[config.mk]
export PLATFORM = sky130hd
export DESIGN_NAME = i2c_mem_reader
export DESIGN_NICKNAME = d
export VERILOG_FILES = /design/src/rtl/i2c_rd_pkg.sv /design/src/rtl/i2c_rd_line_sync.sv /design/src/rtl/i2c_rd_mem.sv /design/src/rtl/i2c_rd_fsm.sv /design/src/rtl/i2c_mem_reader.sv
export SDC_FILE = /design/constraint.sdc
export NUM_CORES = 1
export LEC_CHECK = 0
export CAP_MARGIN = 20
export CELL_PAD_IN_SITES_DETAIL_PLACEMENT = 2
export CELL_PAD_IN_SITES_GLOBAL_PLACEMENT = 2
export CORE_UTILIZATION = 55
export DETAILED_ROUTE_END_ITERATION = 6
export HOLD_SLACK_MARGIN = 0.02
export PLACE_DENSITY_LB_ADDON = 0.1
export SYNTH_ARGS = -nofsm -noshare
export SYNTH_HDL_FRONTEND = slang
export SYNTH_HIERARCHICAL = 1
export SYNTH_SLANG_ARGS = --single-unit
[constraint.sdc]
create_clock -name clk -period 7.7 [get_ports clk]
set_input_delay 1.54 -clock clk [delete_from_list [all_inputs] [get_ports clk]]
set_output_delay 1.54 -clock clk [all_outputs]
set_load 0.05 [all_outputs]
[src/rtl/i2c_rd_pkg.sv]
package i2c_rd_pkg;
  typedef enum logic [2:0] {
    ST_IDLE,
    ST_DEV,
    ST_DEV_ACK,
    ST_WADDR,
    ST_WADDR_ACK,
    ST_TX,
    ST_TX_ACK,
    ST_IGNORE
  } rd_state_e;
endpackage

[src/rtl/i2c_rd_line_sync.sv]
module i2c_rd_line_sync #(
  parameter int SYNC_STAGES = 2
) (
  input  logic clk,
  input  logic rst,
  input  logic scl_i,
  input  logic sda_i,
  output logic scl_s,
  output logic sda_s,
  output logic scl_rise,
  output logic scl_fall,
  output logic start_det,
  output logic stop_det
);
  localparam int MSB = SYNC_STAGES - 1;

  logic [SYNC_STAGES-1:0] scl_pipe, sda_pipe;
  logic scl_d, sda_d;

  // Both lines pass through equal-length chains so their relative order is kept.
  always_ff @(posedge clk) begin
    if (rst) begin
      scl_pipe <= '1;
      sda_pipe <= '1;
      scl_d    <= 1'b1;
      sda_d    <= 1'b1;
    end else begin
      scl_pipe <= {scl_pipe[SYNC_STAGES-2:0], scl_i};
      sda_pipe <= {sda_pipe[SYNC_STAGES-2:0], sda_i};
      scl_d    <= scl_pipe[MSB];
      sda_d    <= sda_pipe[MSB];
    end
  end

  assign scl_s     = scl_pipe[MSB];
  assign sda_s     = sda_pipe[MSB];
  assign scl_rise  = scl_s & ~scl_d;
  assign scl_fall  = ~scl_s & scl_d;
  assign start_det = scl_s & scl_d & sda_d & ~sda_s;
  assign stop_det  = scl_s & scl_d & ~sda_d & sda_s;
endmodule

[src/rtl/i2c_rd_mem.sv]
module i2c_rd_mem #(
  parameter int AW = 7,
  parameter int DW = 8
) (
  input  logic          clk,
  input  logic          wr_en,
  input  logic [AW-1:0] wr_addr,
  input  logic [DW-1:0] wr_data,
  input  logic [AW-1:0] rd_addr,
  output logic [DW-1:0] rd_data
);
  localparam int DEPTH = 1 << AW;

  logic [DW-1:0] store [DEPTH];

  always_ff @(posedge clk) begin
    if (wr_en) store[wr_addr] <= wr_data;
    rd_data <= store[rd_addr];
  end
endmodule

[src/rtl/i2c_rd_fsm.sv]
module i2c_rd_fsm
  import i2c_rd_pkg::*;
#(
  parameter int          AW       = 7,
  parameter int          DW       = 8,
  parameter logic [3:0]  DEV_CODE = 4'b1010
) (
  input  logic          clk,
  input  logic          rst,
  input  logic          scl_s,
  input  logic          sda_s,
  input  logic          scl_rise,
  input  logic          scl_fall,
  input  logic          start_det,
  input  logic          stop_det,
  input  logic [DW-1:0] rd_data,
  output logic [AW-1:0] rd_addr,
  output logic          sda_oe
);
  localparam int            CW     = $clog2(DW + 1);
  localparam logic [CW-1:0] FULL   = CW'(DW);
  localparam logic [CW-1:0] LASTTX = CW'(DW - 1);

  rd_state_e     state;
  logic [CW-1:0] bitcnt;
  logic [DW-1:0] shreg, txsh;
  logic [AW-1:0] cnt;
  logic          rw, mack, oe;

  always_ff @(posedge clk) begin
    if (rst) begin
      state  <= ST_IDLE;
      bitcnt <= '0;
      shreg  <= '0;
      txsh   <= '0;
      cnt    <= '0;
      rw     <= 1'b0;
      mack   <= 1'b0;
      oe     <= 1'b0;
    end else if (start_det) begin
      state  <= ST_DEV;
      bitcnt <= '0;
      oe     <= 1'b0;
    end else if (stop_det) begin
      state  <= ST_IDLE;
      oe     <= 1'b0;
    end else begin
      if (scl_rise) begin
        if (state == ST_DEV || state == ST_WADDR) begin
          shreg  <= {shreg[DW-2:0], sda_s};
          bitcnt <= bitcnt + CW'(1);
        end
        if (state == ST_TX_ACK) mack <= ~sda_s;
      end
      if (scl_fall) begin
        case (state)
          ST_DEV: if (bitcnt == FULL) begin
            bitcnt <= '0;
            if (shreg[DW-1 -: 4] == DEV_CODE) begin
              rw    <= shreg[0];
              oe    <= 1'b1;
              state <= ST_DEV_ACK;
            end else begin
              state <= ST_IGNORE;
            end
          end
          ST_DEV_ACK: if (rw) begin
            txsh   <= rd_data;
            oe     <= ~rd_data[DW-1];
            cnt    <= cnt + AW'(1);
            bitcnt <= '0;
            state  <= ST_TX;
          end else begin
            oe    <= 1'b0;
            state <= ST_WADDR;
          end
          ST_WADDR: if (bitcnt == FULL) begin
            cnt    <= shreg[AW-1:0];
            oe     <= 1'b1;
            bitcnt <= '0;
            state  <= ST_WADDR_ACK;
          end
          ST_WADDR_ACK: begin
            oe    <= 1'b0;
            state <= ST_IGNORE;
          end
          ST_TX: if (bitcnt == LASTTX) begin
            oe    <= 1'b0;
            state <= ST_TX_ACK;
          end else begin
            bitcnt <= bitcnt + CW'(1);
            txsh   <= txsh << 1;
            oe     <= ~txsh[DW-2];
          end
          ST_TX_ACK: if (mack) begin
            txsh   <= rd_data;
            oe     <= ~rd_data[DW-1];
            cnt    <= cnt + AW'(1);
            bitcnt <= '0;
            state  <= ST_TX;
          end else begin
            state <= ST_IGNORE;
          end
          default: ;
        endcase
      end
    end
  end

  assign rd_addr = cnt;
  assign sda_oe  = oe;

  AST_DRIVE_ON_SCL_LOW: assert property (@(posedge clk) disable iff (rst)
    $rose(oe) |-> !$past(scl_s));
  AST_RELEASED_WHEN_PASSIVE: assert property (@(posedge clk) disable iff (rst)
    (state == ST_IDLE || state == ST_IGNORE) |-> !oe);
  AST_POINTER_STEP: assert property (@(posedge clk) disable iff (rst)
    (!$stable(cnt) && $past(state) != ST_WADDR) |-> cnt == AW'($past(cnt) + AW'(1)));
  AST_BITCNT_BOUND: assert property (@(posedge clk) disable iff (rst)
    bitcnt <= FULL);
endmodule

[src/rtl/i2c_mem_reader.sv]
module i2c_mem_reader #(
  parameter int         AW          = 7,
  parameter int         DW          = 8,
  parameter logic [3:0] DEV_CODE    = 4'b1010,
  parameter int         SYNC_STAGES = 2
) (
  input  logic          clk,
  input  logic          rst,
  input  logic          scl_i,
  input  logic          sda_i,
  output logic          sda_oe,
  input  logic          load_we,
  input  logic [AW-1:0] load_addr,
  input  logic [DW-1:0] load_data
);
  logic scl_s, sda_s, scl_rise, scl_fall, start_det, stop_det;
  logic [AW-1:0] rd_addr;
  logic [DW-1:0] rd_data;

  i2c_rd_line_sync #(.SYNC_STAGES(SYNC_STAGES)) u_sync (
    .clk(clk), .rst(rst), .scl_i(scl_i), .sda_i(sda_i),
    .scl_s(scl_s), .sda_s(sda_s), .scl_rise(scl_rise), .scl_fall(scl_fall),
    .start_det(start_det), .stop_det(stop_det)
  );

  i2c_rd_mem #(.AW(AW), .DW(DW)) u_mem (
    .clk(clk), .wr_en(load_we), .wr_addr(load_addr), .wr_data(load_data),
    .rd_addr(rd_addr), .rd_data(rd_data)
  );

  i2c_rd_fsm #(.AW(AW), .DW(DW), .DEV_CODE(DEV_CODE)) u_fsm (
    .clk(clk), .rst(rst), .scl_s(scl_s), .sda_s(sda_s),
    .scl_rise(scl_rise), .scl_fall(scl_fall),
    .start_det(start_det), .stop_det(stop_det),
    .rd_data(rd_data), .rd_addr(rd_addr), .sda_oe(sda_oe)
  );
endmodule

==> results of run 1 <==
==> cells by family after synthesis <==
group | after synthesis | share of synthesized area
AOI/OAI and AO/OA | 73 | 0.0138
xor gates and xnor gates | 2 | 0.000418
adders and majority gates | 3 | 0.000897
buffers and inverters | 114 | 0.0124
DFF | 1070 | 0.756
muxes | 362 | 0.187
and+or+nand+nor | 260 | 0.0289
==> through the flow <==
step	setup WS [ns]	cells	hold slack (ns)	instance area (um^2)
floorplan	4.56	1884	0.383	41900
global placement	3.09	2799	0.400	43100
==> flow_summary.json, run 1 <==
{
  "synth.distinct_cells": 65,
  "synth_seq_cells": 1070,
  "error_line": "[ERROR DPL-0033] detailed placement checks failed during check placement.",
  "status": "aborted with a tool error",
  "synth-seq-area-share": 0.756,
  "async_flop_share": 0,
  "stop_stage": "detailed placement (3_5_place_dp)",
  "rows": 100,
  "synth_nets": 1907,
  "die_h_um": 278,
  "netlist_area_mm2": 0.0419,
  "ys_top_cells_by_count": "edfxtp_1, mux4_2, nor2_1, clkbuf_1, dfxtp_1",
  "yosys_warnings": 6,
  "yosys-top-cells-area": "edfxtp_1, mux4_2, dfxtp_1, nor2_1, clkbuf_1",
  "port_buffers": 20,
  "place_congestion": 0.856,
  "yosysTopAreaCell": "edfxtp_1",
  "die_w_um": 278,
  "pin_count": 21,
  "yosysMostFrequentCell": "edfxtp_1",
  "hpwl_um": 80300,
  "yosysTopAreaCellShare": 0.734,
  "synth_edf_count": 1024,
  "ys.flop_type": "edfxtp_1",
  "syn_inst": 1884,
  "synth.avg_cell_area_um2": 22.2,
  "initial_core_util": 0.560
}
==> inputs of run 2 (changes only) <==
Settings changed: CELL_PAD_IN_SITES_DETAIL_PLACEMENT 2 to unset, CELL_PAD_IN_SITES_GLOBAL_PLACEMENT 2 to unset, CORE_UTILIZATION 55 to 40, HOLD_SLACK_MARGIN 0.02 to unset, PLACE_DENSITY_LB_ADDON 0.1 to 0.15.
==> flow_summary.json, run 2 <==
{
  "status": "complete, no violations",
  "synth.avg_cell_area_um2": 22.2,
  "cts_setup_buffers": 0,
  "ff2ff_path_depth": 5,
  "port_buffers": 20,
  "hold_violations": 0,
  "irDropWorstVdd_uv": 184,
  "final_cell_mix": "edfxtp_1, mux4_2, nor2_1",
  "r2r_start": "u_fsm/rd_addr[0]",
  "grt.total_usage": 0.197,
  "firstDrtPassIters": 7,
  "place_congestion": 0.815,
  "cts_htree_levels": 3,
  "grt_max_degree": 150,
  "synth_edf_count": 1024,
  "vias_per_cell": 5.73,
  "slew_viol_final": 0,
  "internal_power_mw": 9.52,
  "finalSetupViolCount": 0,
  "regToRegSetupSlack_ns": 3.65,
  "reg_top3": "u_mem/store x1024, u_fsm/shreg x8, u_mem/rd_data x8",
  "power.share.combinational": 0.016,
  "numClockSinks": 1070,
  "grt_antenna_before_repair": 7,
  "initial_core_util": 0.404,
  "numCtsBuffers": 111,
  "vias": 19600,
  "hold_buffers": 0,
  "netlist_area_mm2": 0.0419,
  "insertion_delay_ns": 0.69,
  "top_register": "u_mem/store",
  "p_seq_frac": 0.538,
  "crit_type": "primary input to register",
  "worst_pin_slew_ns": 1.05,
  "hpwl_um": 62300,
  "yosysMostFrequentCell": "edfxtp_1",
  "pin_count": 21,
  "root_buffer": "clkbuf_16",
  "ys.flop_type": "edfxtp_1",
  "route.detailed.drc": 0,
  "path_max_fanout": 19,
  "grt_overflow_total": 0,
  "hold_depth": 1,
  "cts_resized": 0,
  "multi_input_area_mm2": 0.00972,
  "yosys_warnings": 6,
  "fin_nets": 1964,
  "routed_wl_um": 104000,
  "switchingPower_mw": 2.39,
  "die_h_um": 326,
  "area_delta_synth_final_pct": 12.8,
  "grt_pass1_wl_um": 149000,
  "synth-seq-area-share": 0.756,
  "hold_path_startpoint": "u_sync/sda_pipe[0]",
  "fin_worst_skew_ns": 0.0299,
  "powerDensity_mw_per_mm2": 252,
  "grt_pass1_vias": 19900,
  "finalCritPeriodShare": 0.536,
  "core_mm2": 0.104,
  "rsz0062_at_grt": "no",
  "setup_tns_ns": 0,
  "synth.distinct_cells": 65,
  "arrival_ns": 4.42,
  "timing.fmax_mhz": 242,
  "startpoint": "load_addr[0]",
  "mostFrequentLayoutCell": "edfxtp_1",
  "syn_inst": 1884,
  "leakage_nw": 14.0,
  "async_flop_share": 0,
  "cp-start-kind": "primary input",
  "path_clk_slew_ns": 0.06,
  "register_area_mm2": 0.0317,
  "synth_nets": 1907,
  "swShare": 0.201,
  "yosysTopAreaCell": "edfxtp_1",
  "max_slew_margin": 0.300,
  "die_w_um": 326,
  "ys_top_cells_by_count": "edfxtp_1, mux4_2, nor2_1, clkbuf_1, dfxtp_1",
  "nFillCells": 8629,
  "yosys-top-cells-area": "edfxtp_1, mux4_2, dfxtp_1, nor2_1, clkbuf_1",
  "drt-initial-drc-count": 1914,
  "dieArea_mm2": 0.106,
  "required_ns": 7.99,
  "antenna_left": 0,
  "largest_reg_flops": 1024,
  "synth_seq_cells": 1070,
  "min_period_ns": 4.13,
  "worst_setup_path_end_kind": "register",
  "whs_ns": 0.415,
  "drv_cap": 0,
  "clk_path_buf_depth": 3,
  "rows": 118,
  "avgRoutedWirePerCell_um": 30.4,
  "hp-class": "register to register",
  "p_clk_frac": 0.446,
  "yosysTopAreaCellShare": 0.734,
  "final_layout_size_suffix_gt1_frac": 0.279,
  "cts_tree": "built"
}
==> run 2: cell counts after synthesis <==
No cell type changed its count.
==> run 2: path summary, 6_finish.rpt <==
check	end
setup reg to reg	u_mem/rd_data[2]
hold reg to reg	u_sync/sda_pipe[1]
hold / removal	u_sync/sda_pipe[1]
setup / recovery	u_mem/store[110][7]
==> run 2: critical path, stage by stage <==
cell	delay (ns)
clkdlybuf4s50_1	0.79
nor2b_1	0.50
nand3_2	0.72
nor2_1	0.85
==> run 2: power by group through the flow <==
| stage | Combinational, mW | Clock, mW | Sequential [mW] |
|---|---|---|---|
| finish | 0.195 | 5.32 | 6.40 |
| global route | 0.210 | 5.65 | 6.40 |
| CTS | 0.202 | 5.44 | 6.40 |
| detailed placement | 0.202 | 0 | 6.53 |
| global placement | 0.201 | 0 | 6.53 |
| floorplan | 0.0441 | 0 | 6.52 |
==> run 2: cell type report <==
type | count | share of cell area
flip-flops and latches | 1070 | 0.671
multi-input cells | 700 | 0.206
clock buffers | 127 | 0.0605
well taps | 1380 | 0.0366
clock inverters | 81 | 0.0165
repair buffers | 48 | 0.00903
inverters | 10 | 0.000795
diodes | 2 | 0.000106
==> run 2: logic make-up after synthesis <==
| family | synth area share |
|---|---|
| DFF | 0.756 |
| muxes | 0.187 |
| and+or+nand+nor | 0.0289 |
| buffers and inverters | 0.0124 |
| AOI/OAI and AO/OA | 0.0138 |
| adders and majority gates | 0.000897 |
| xor gates and xnor gates | 0.000418 |
==> run 2: per-layer routing <==
layer	wire length (um)	track usage
met5	38	0
met3	7370	0.0457
met2	49000	0.307
met1	45200	0.283
met4	2300	0.0462
==> run 2: stage by stage <==
step | std cells | total power [mW] | utilization | cell area (um^2) | setup slack [ns]
5_1_grt | 3416 | 12.3 | 0.456 | 47200 | 3.39
3_3_place_gp | 3201 | 6.73 | 0.420 | 43500 | 3.01
6_report | 3418 | 11.9 | 0.456 | 47200 | 3.57
4_1_cts | 3416 | 12.0 | 0.456 | 47200 | 3.55
2_1_floorplan | 1884 | 6.57 | - | 41900 | 4.56
3_5_place_dp | 3208 | 6.73 | 0.421 | 43600 | 2.90
No activity file was read; power rests on OpenSTA's default activity.
==> inputs of run 3 (changes only) <==
Clock period 7.7 ns to 3.6 ns, I/O delays scaled along.
==> flow_summary.json, run 3 (synthesis results as in run 2) <==
{
  "fin_worst_skew_ns": 0.0230,
  "r2r_start": "u_fsm/rd_addr[0]",
  "dp_cells": 3372,
  "path_clk_slew_ns": 0.06,
  "vias_per_cell": 5.57,
  "finalCritPeriodShare": 0.912,
  "mostFrequentLayoutCell": "edfxtp_1",
  "grt.total_usage": 0.194,
  "path_max_fanout": 39,
  "cp-start-kind": "register",
  "diodes": 0,
  "p_clk_frac": 0.456,
  "worst_setup_path_end_kind": "register",
  "route.detailed.drc": 0,
  "clk_path_buf_depth": 3,
  "crit_type": "register to register",
  "grt_use_met1": 0.279,
  "reg_top3": "u_mem/store x1024, u_fsm/shreg x8, u_mem/rd_data x8",
  "grt_pass1_vias": 20500,
  "crit_path_end": "u_mem/rd_data[2]",
  "initial_core_util": 0.404,
  "grt_overflow_total": 0,
  "p_seq_frac": 0.528,
  "irDropWorstVdd_uv": 482,
  "min_period_ns": 3.28,
  "die_h_um": 326,
  "numCtsBuffers": 112,
  "numClockSinks": 1070,
  "area_delta_synth_final_pct": 16.6,
  "grt_pass1_wl_um": 148000,
  "firstDrtPassIters": 5,
  "final_cell_mix": "edfxtp_1, mux4_2, buf_4",
  "status": "complete, no violations",
  "pin_count": 21,
  "top_register": "u_mem/store",
  "powerDensity_mw_per_mm2": 531,
  "core_mm2": 0.104,
  "arrival_ns": 3.85,
  "finalSetupViolCount": 0,
  "rows": 118,
  "largest_reg_flops": 1024,
  "met2_usage": 0.306,
  "vias": 20000,
  "hold_path_startpoint": "u_sync/scl_pipe[0]",
  "hpwl_um": 63400,
  "power_mw": 25.9,
  "top_usage_layer": "met2",
  "port_buffers": 20,
  "max_slew_margin": 0.285,
  "hold_violations": 0,
  "drv_cap": 0,
  "setup_tns_ns": 0,
  "routed_wl_um": 102000,
  "avgRoutedWirePerCell_um": 28.4,
  "cts_setup_buffers": 0,
  "cts_htree_levels": 3,
  "root_buffer": "clkbuf_16",
  "place_congestion": 0.785,
  "cts_tree": "built",
  "cts_resized": 0,
  "worst_pin_slew_ns": 1.07,
  "ff2ff_path_depth": 5,
  "grt_antenna_before_repair": 6,
  "internal_power_mw": 20.9,
  "grt_max_degree": 88,
  "power.share.combinational": 0.016,
  "slew_viol_final": 0,
  "switchingPower_mw": 5.05,
  "swShare": 0.195,
  "timing.fmax_mhz": 305,
  "final_layout_size_suffix_gt1_frac": 0.332,
  "insertion_delay_ns": 0.68,
  "reg2reg_to": "u_mem/rd_data[2]",
  "whs_ns": 0.417,
  "hold_depth": 1,
  "fin_ws_ns": 0.318,
  "fin_cells": 3581,
  "rsz0062_at_grt": "no",
  "drt-initial-drc-count": 1977,
  "regToRegSetupSlack_ns": 0.32,
  "leakage_nw": 15.0,
  "required_ns": 4.17,
  "hold_buffers": 0,
  "fin_nets": 2129,
  "die_w_um": 326,
  "antenna_left": 0,
  "startpoint": "u_fsm/rd_addr[0]",
  "grt_use_met3": 0.0362,
  "hp-class": "register to register",
  "dieArea_mm2": 0.106,
  "post-place-ws_ns": 0.295
}
[run 3: changes by cell type in the layout (fill, tap and decap cells not counted), sizes merged]
| cell | change |
|---|---|
| bufinv | +4 |
| clkinv | -7 |
| inv | -1 |
| buf | +164 |
| diode | -2 |
| clkbuf | +8 |
| clkinvlp | -3 |
[run 3: power by group through the flow]
stage          registers, mW  clock network, mW  logic (mW)
2_1_floorplan           14.0                  0      0.0944
3_3_place_gp            14.0                  0       0.398
3_5_place_dp            14.0                  0       0.415
4_1_cts                 13.7               12.1       0.416
5_1_grt                 13.7               12.6       0.440
6_report                13.7               11.8       0.407
[run 3: worst min path at each step]
stage	slack [ns]	end
4_1_cts	0.42	u_sync/scl_pipe[1]
5_1_grt	0.44	u_sync/scl_pipe[1]
6_report	0.42	u_sync/scl_pipe[1]
2_1_floorplan	0.38	u_sync/scl_pipe[1]
3_3_place_gp	0.42	u_sync/scl_pipe[1]
3_5_place_dp	0.40	u_sync/scl_pipe[1]
[run 3: area by class of cell]
class / count / area (um^2)
Fill cell: 8572 / 54800
Sequential cell: 1070 / 31700
Multi-Input combinational cell: 700 / 9680
Clock buffer: 135 / 2990
Timing Repair Buffer: 212 / 1920
Tap cell: 1380 / 1730
Clock inverter: 74 / 798
Inverter: 10 / 37.5
[run 3: metal layers]
layer	part of all wire	up-vias	wire length (um)
met3	0.057	117	5810
met1	0.44	10800	45200
met5	0	-	0
met2	0.48	609	48800
li1	-	8435	-
met4	0.018	0	1850
[run 3: worst max-delay path: stages (launching register included)]
cell     delay, ns
dfxtp_4       0.68
buf_12        0.38
mux4_2        0.59
mux4_2        0.55
mux4_2        0.60
mux2_2        0.30
[run 3: metrics by stage]
stage / util / cell area (um^2)
after floorplan: - / 41900
after global placement: 0.434 / 45000
after detailed placement: 0.435 / 45000
after CTS: 0.471 / 48800
after global routing: 0.471 / 48800
final: 0.471 / 48800
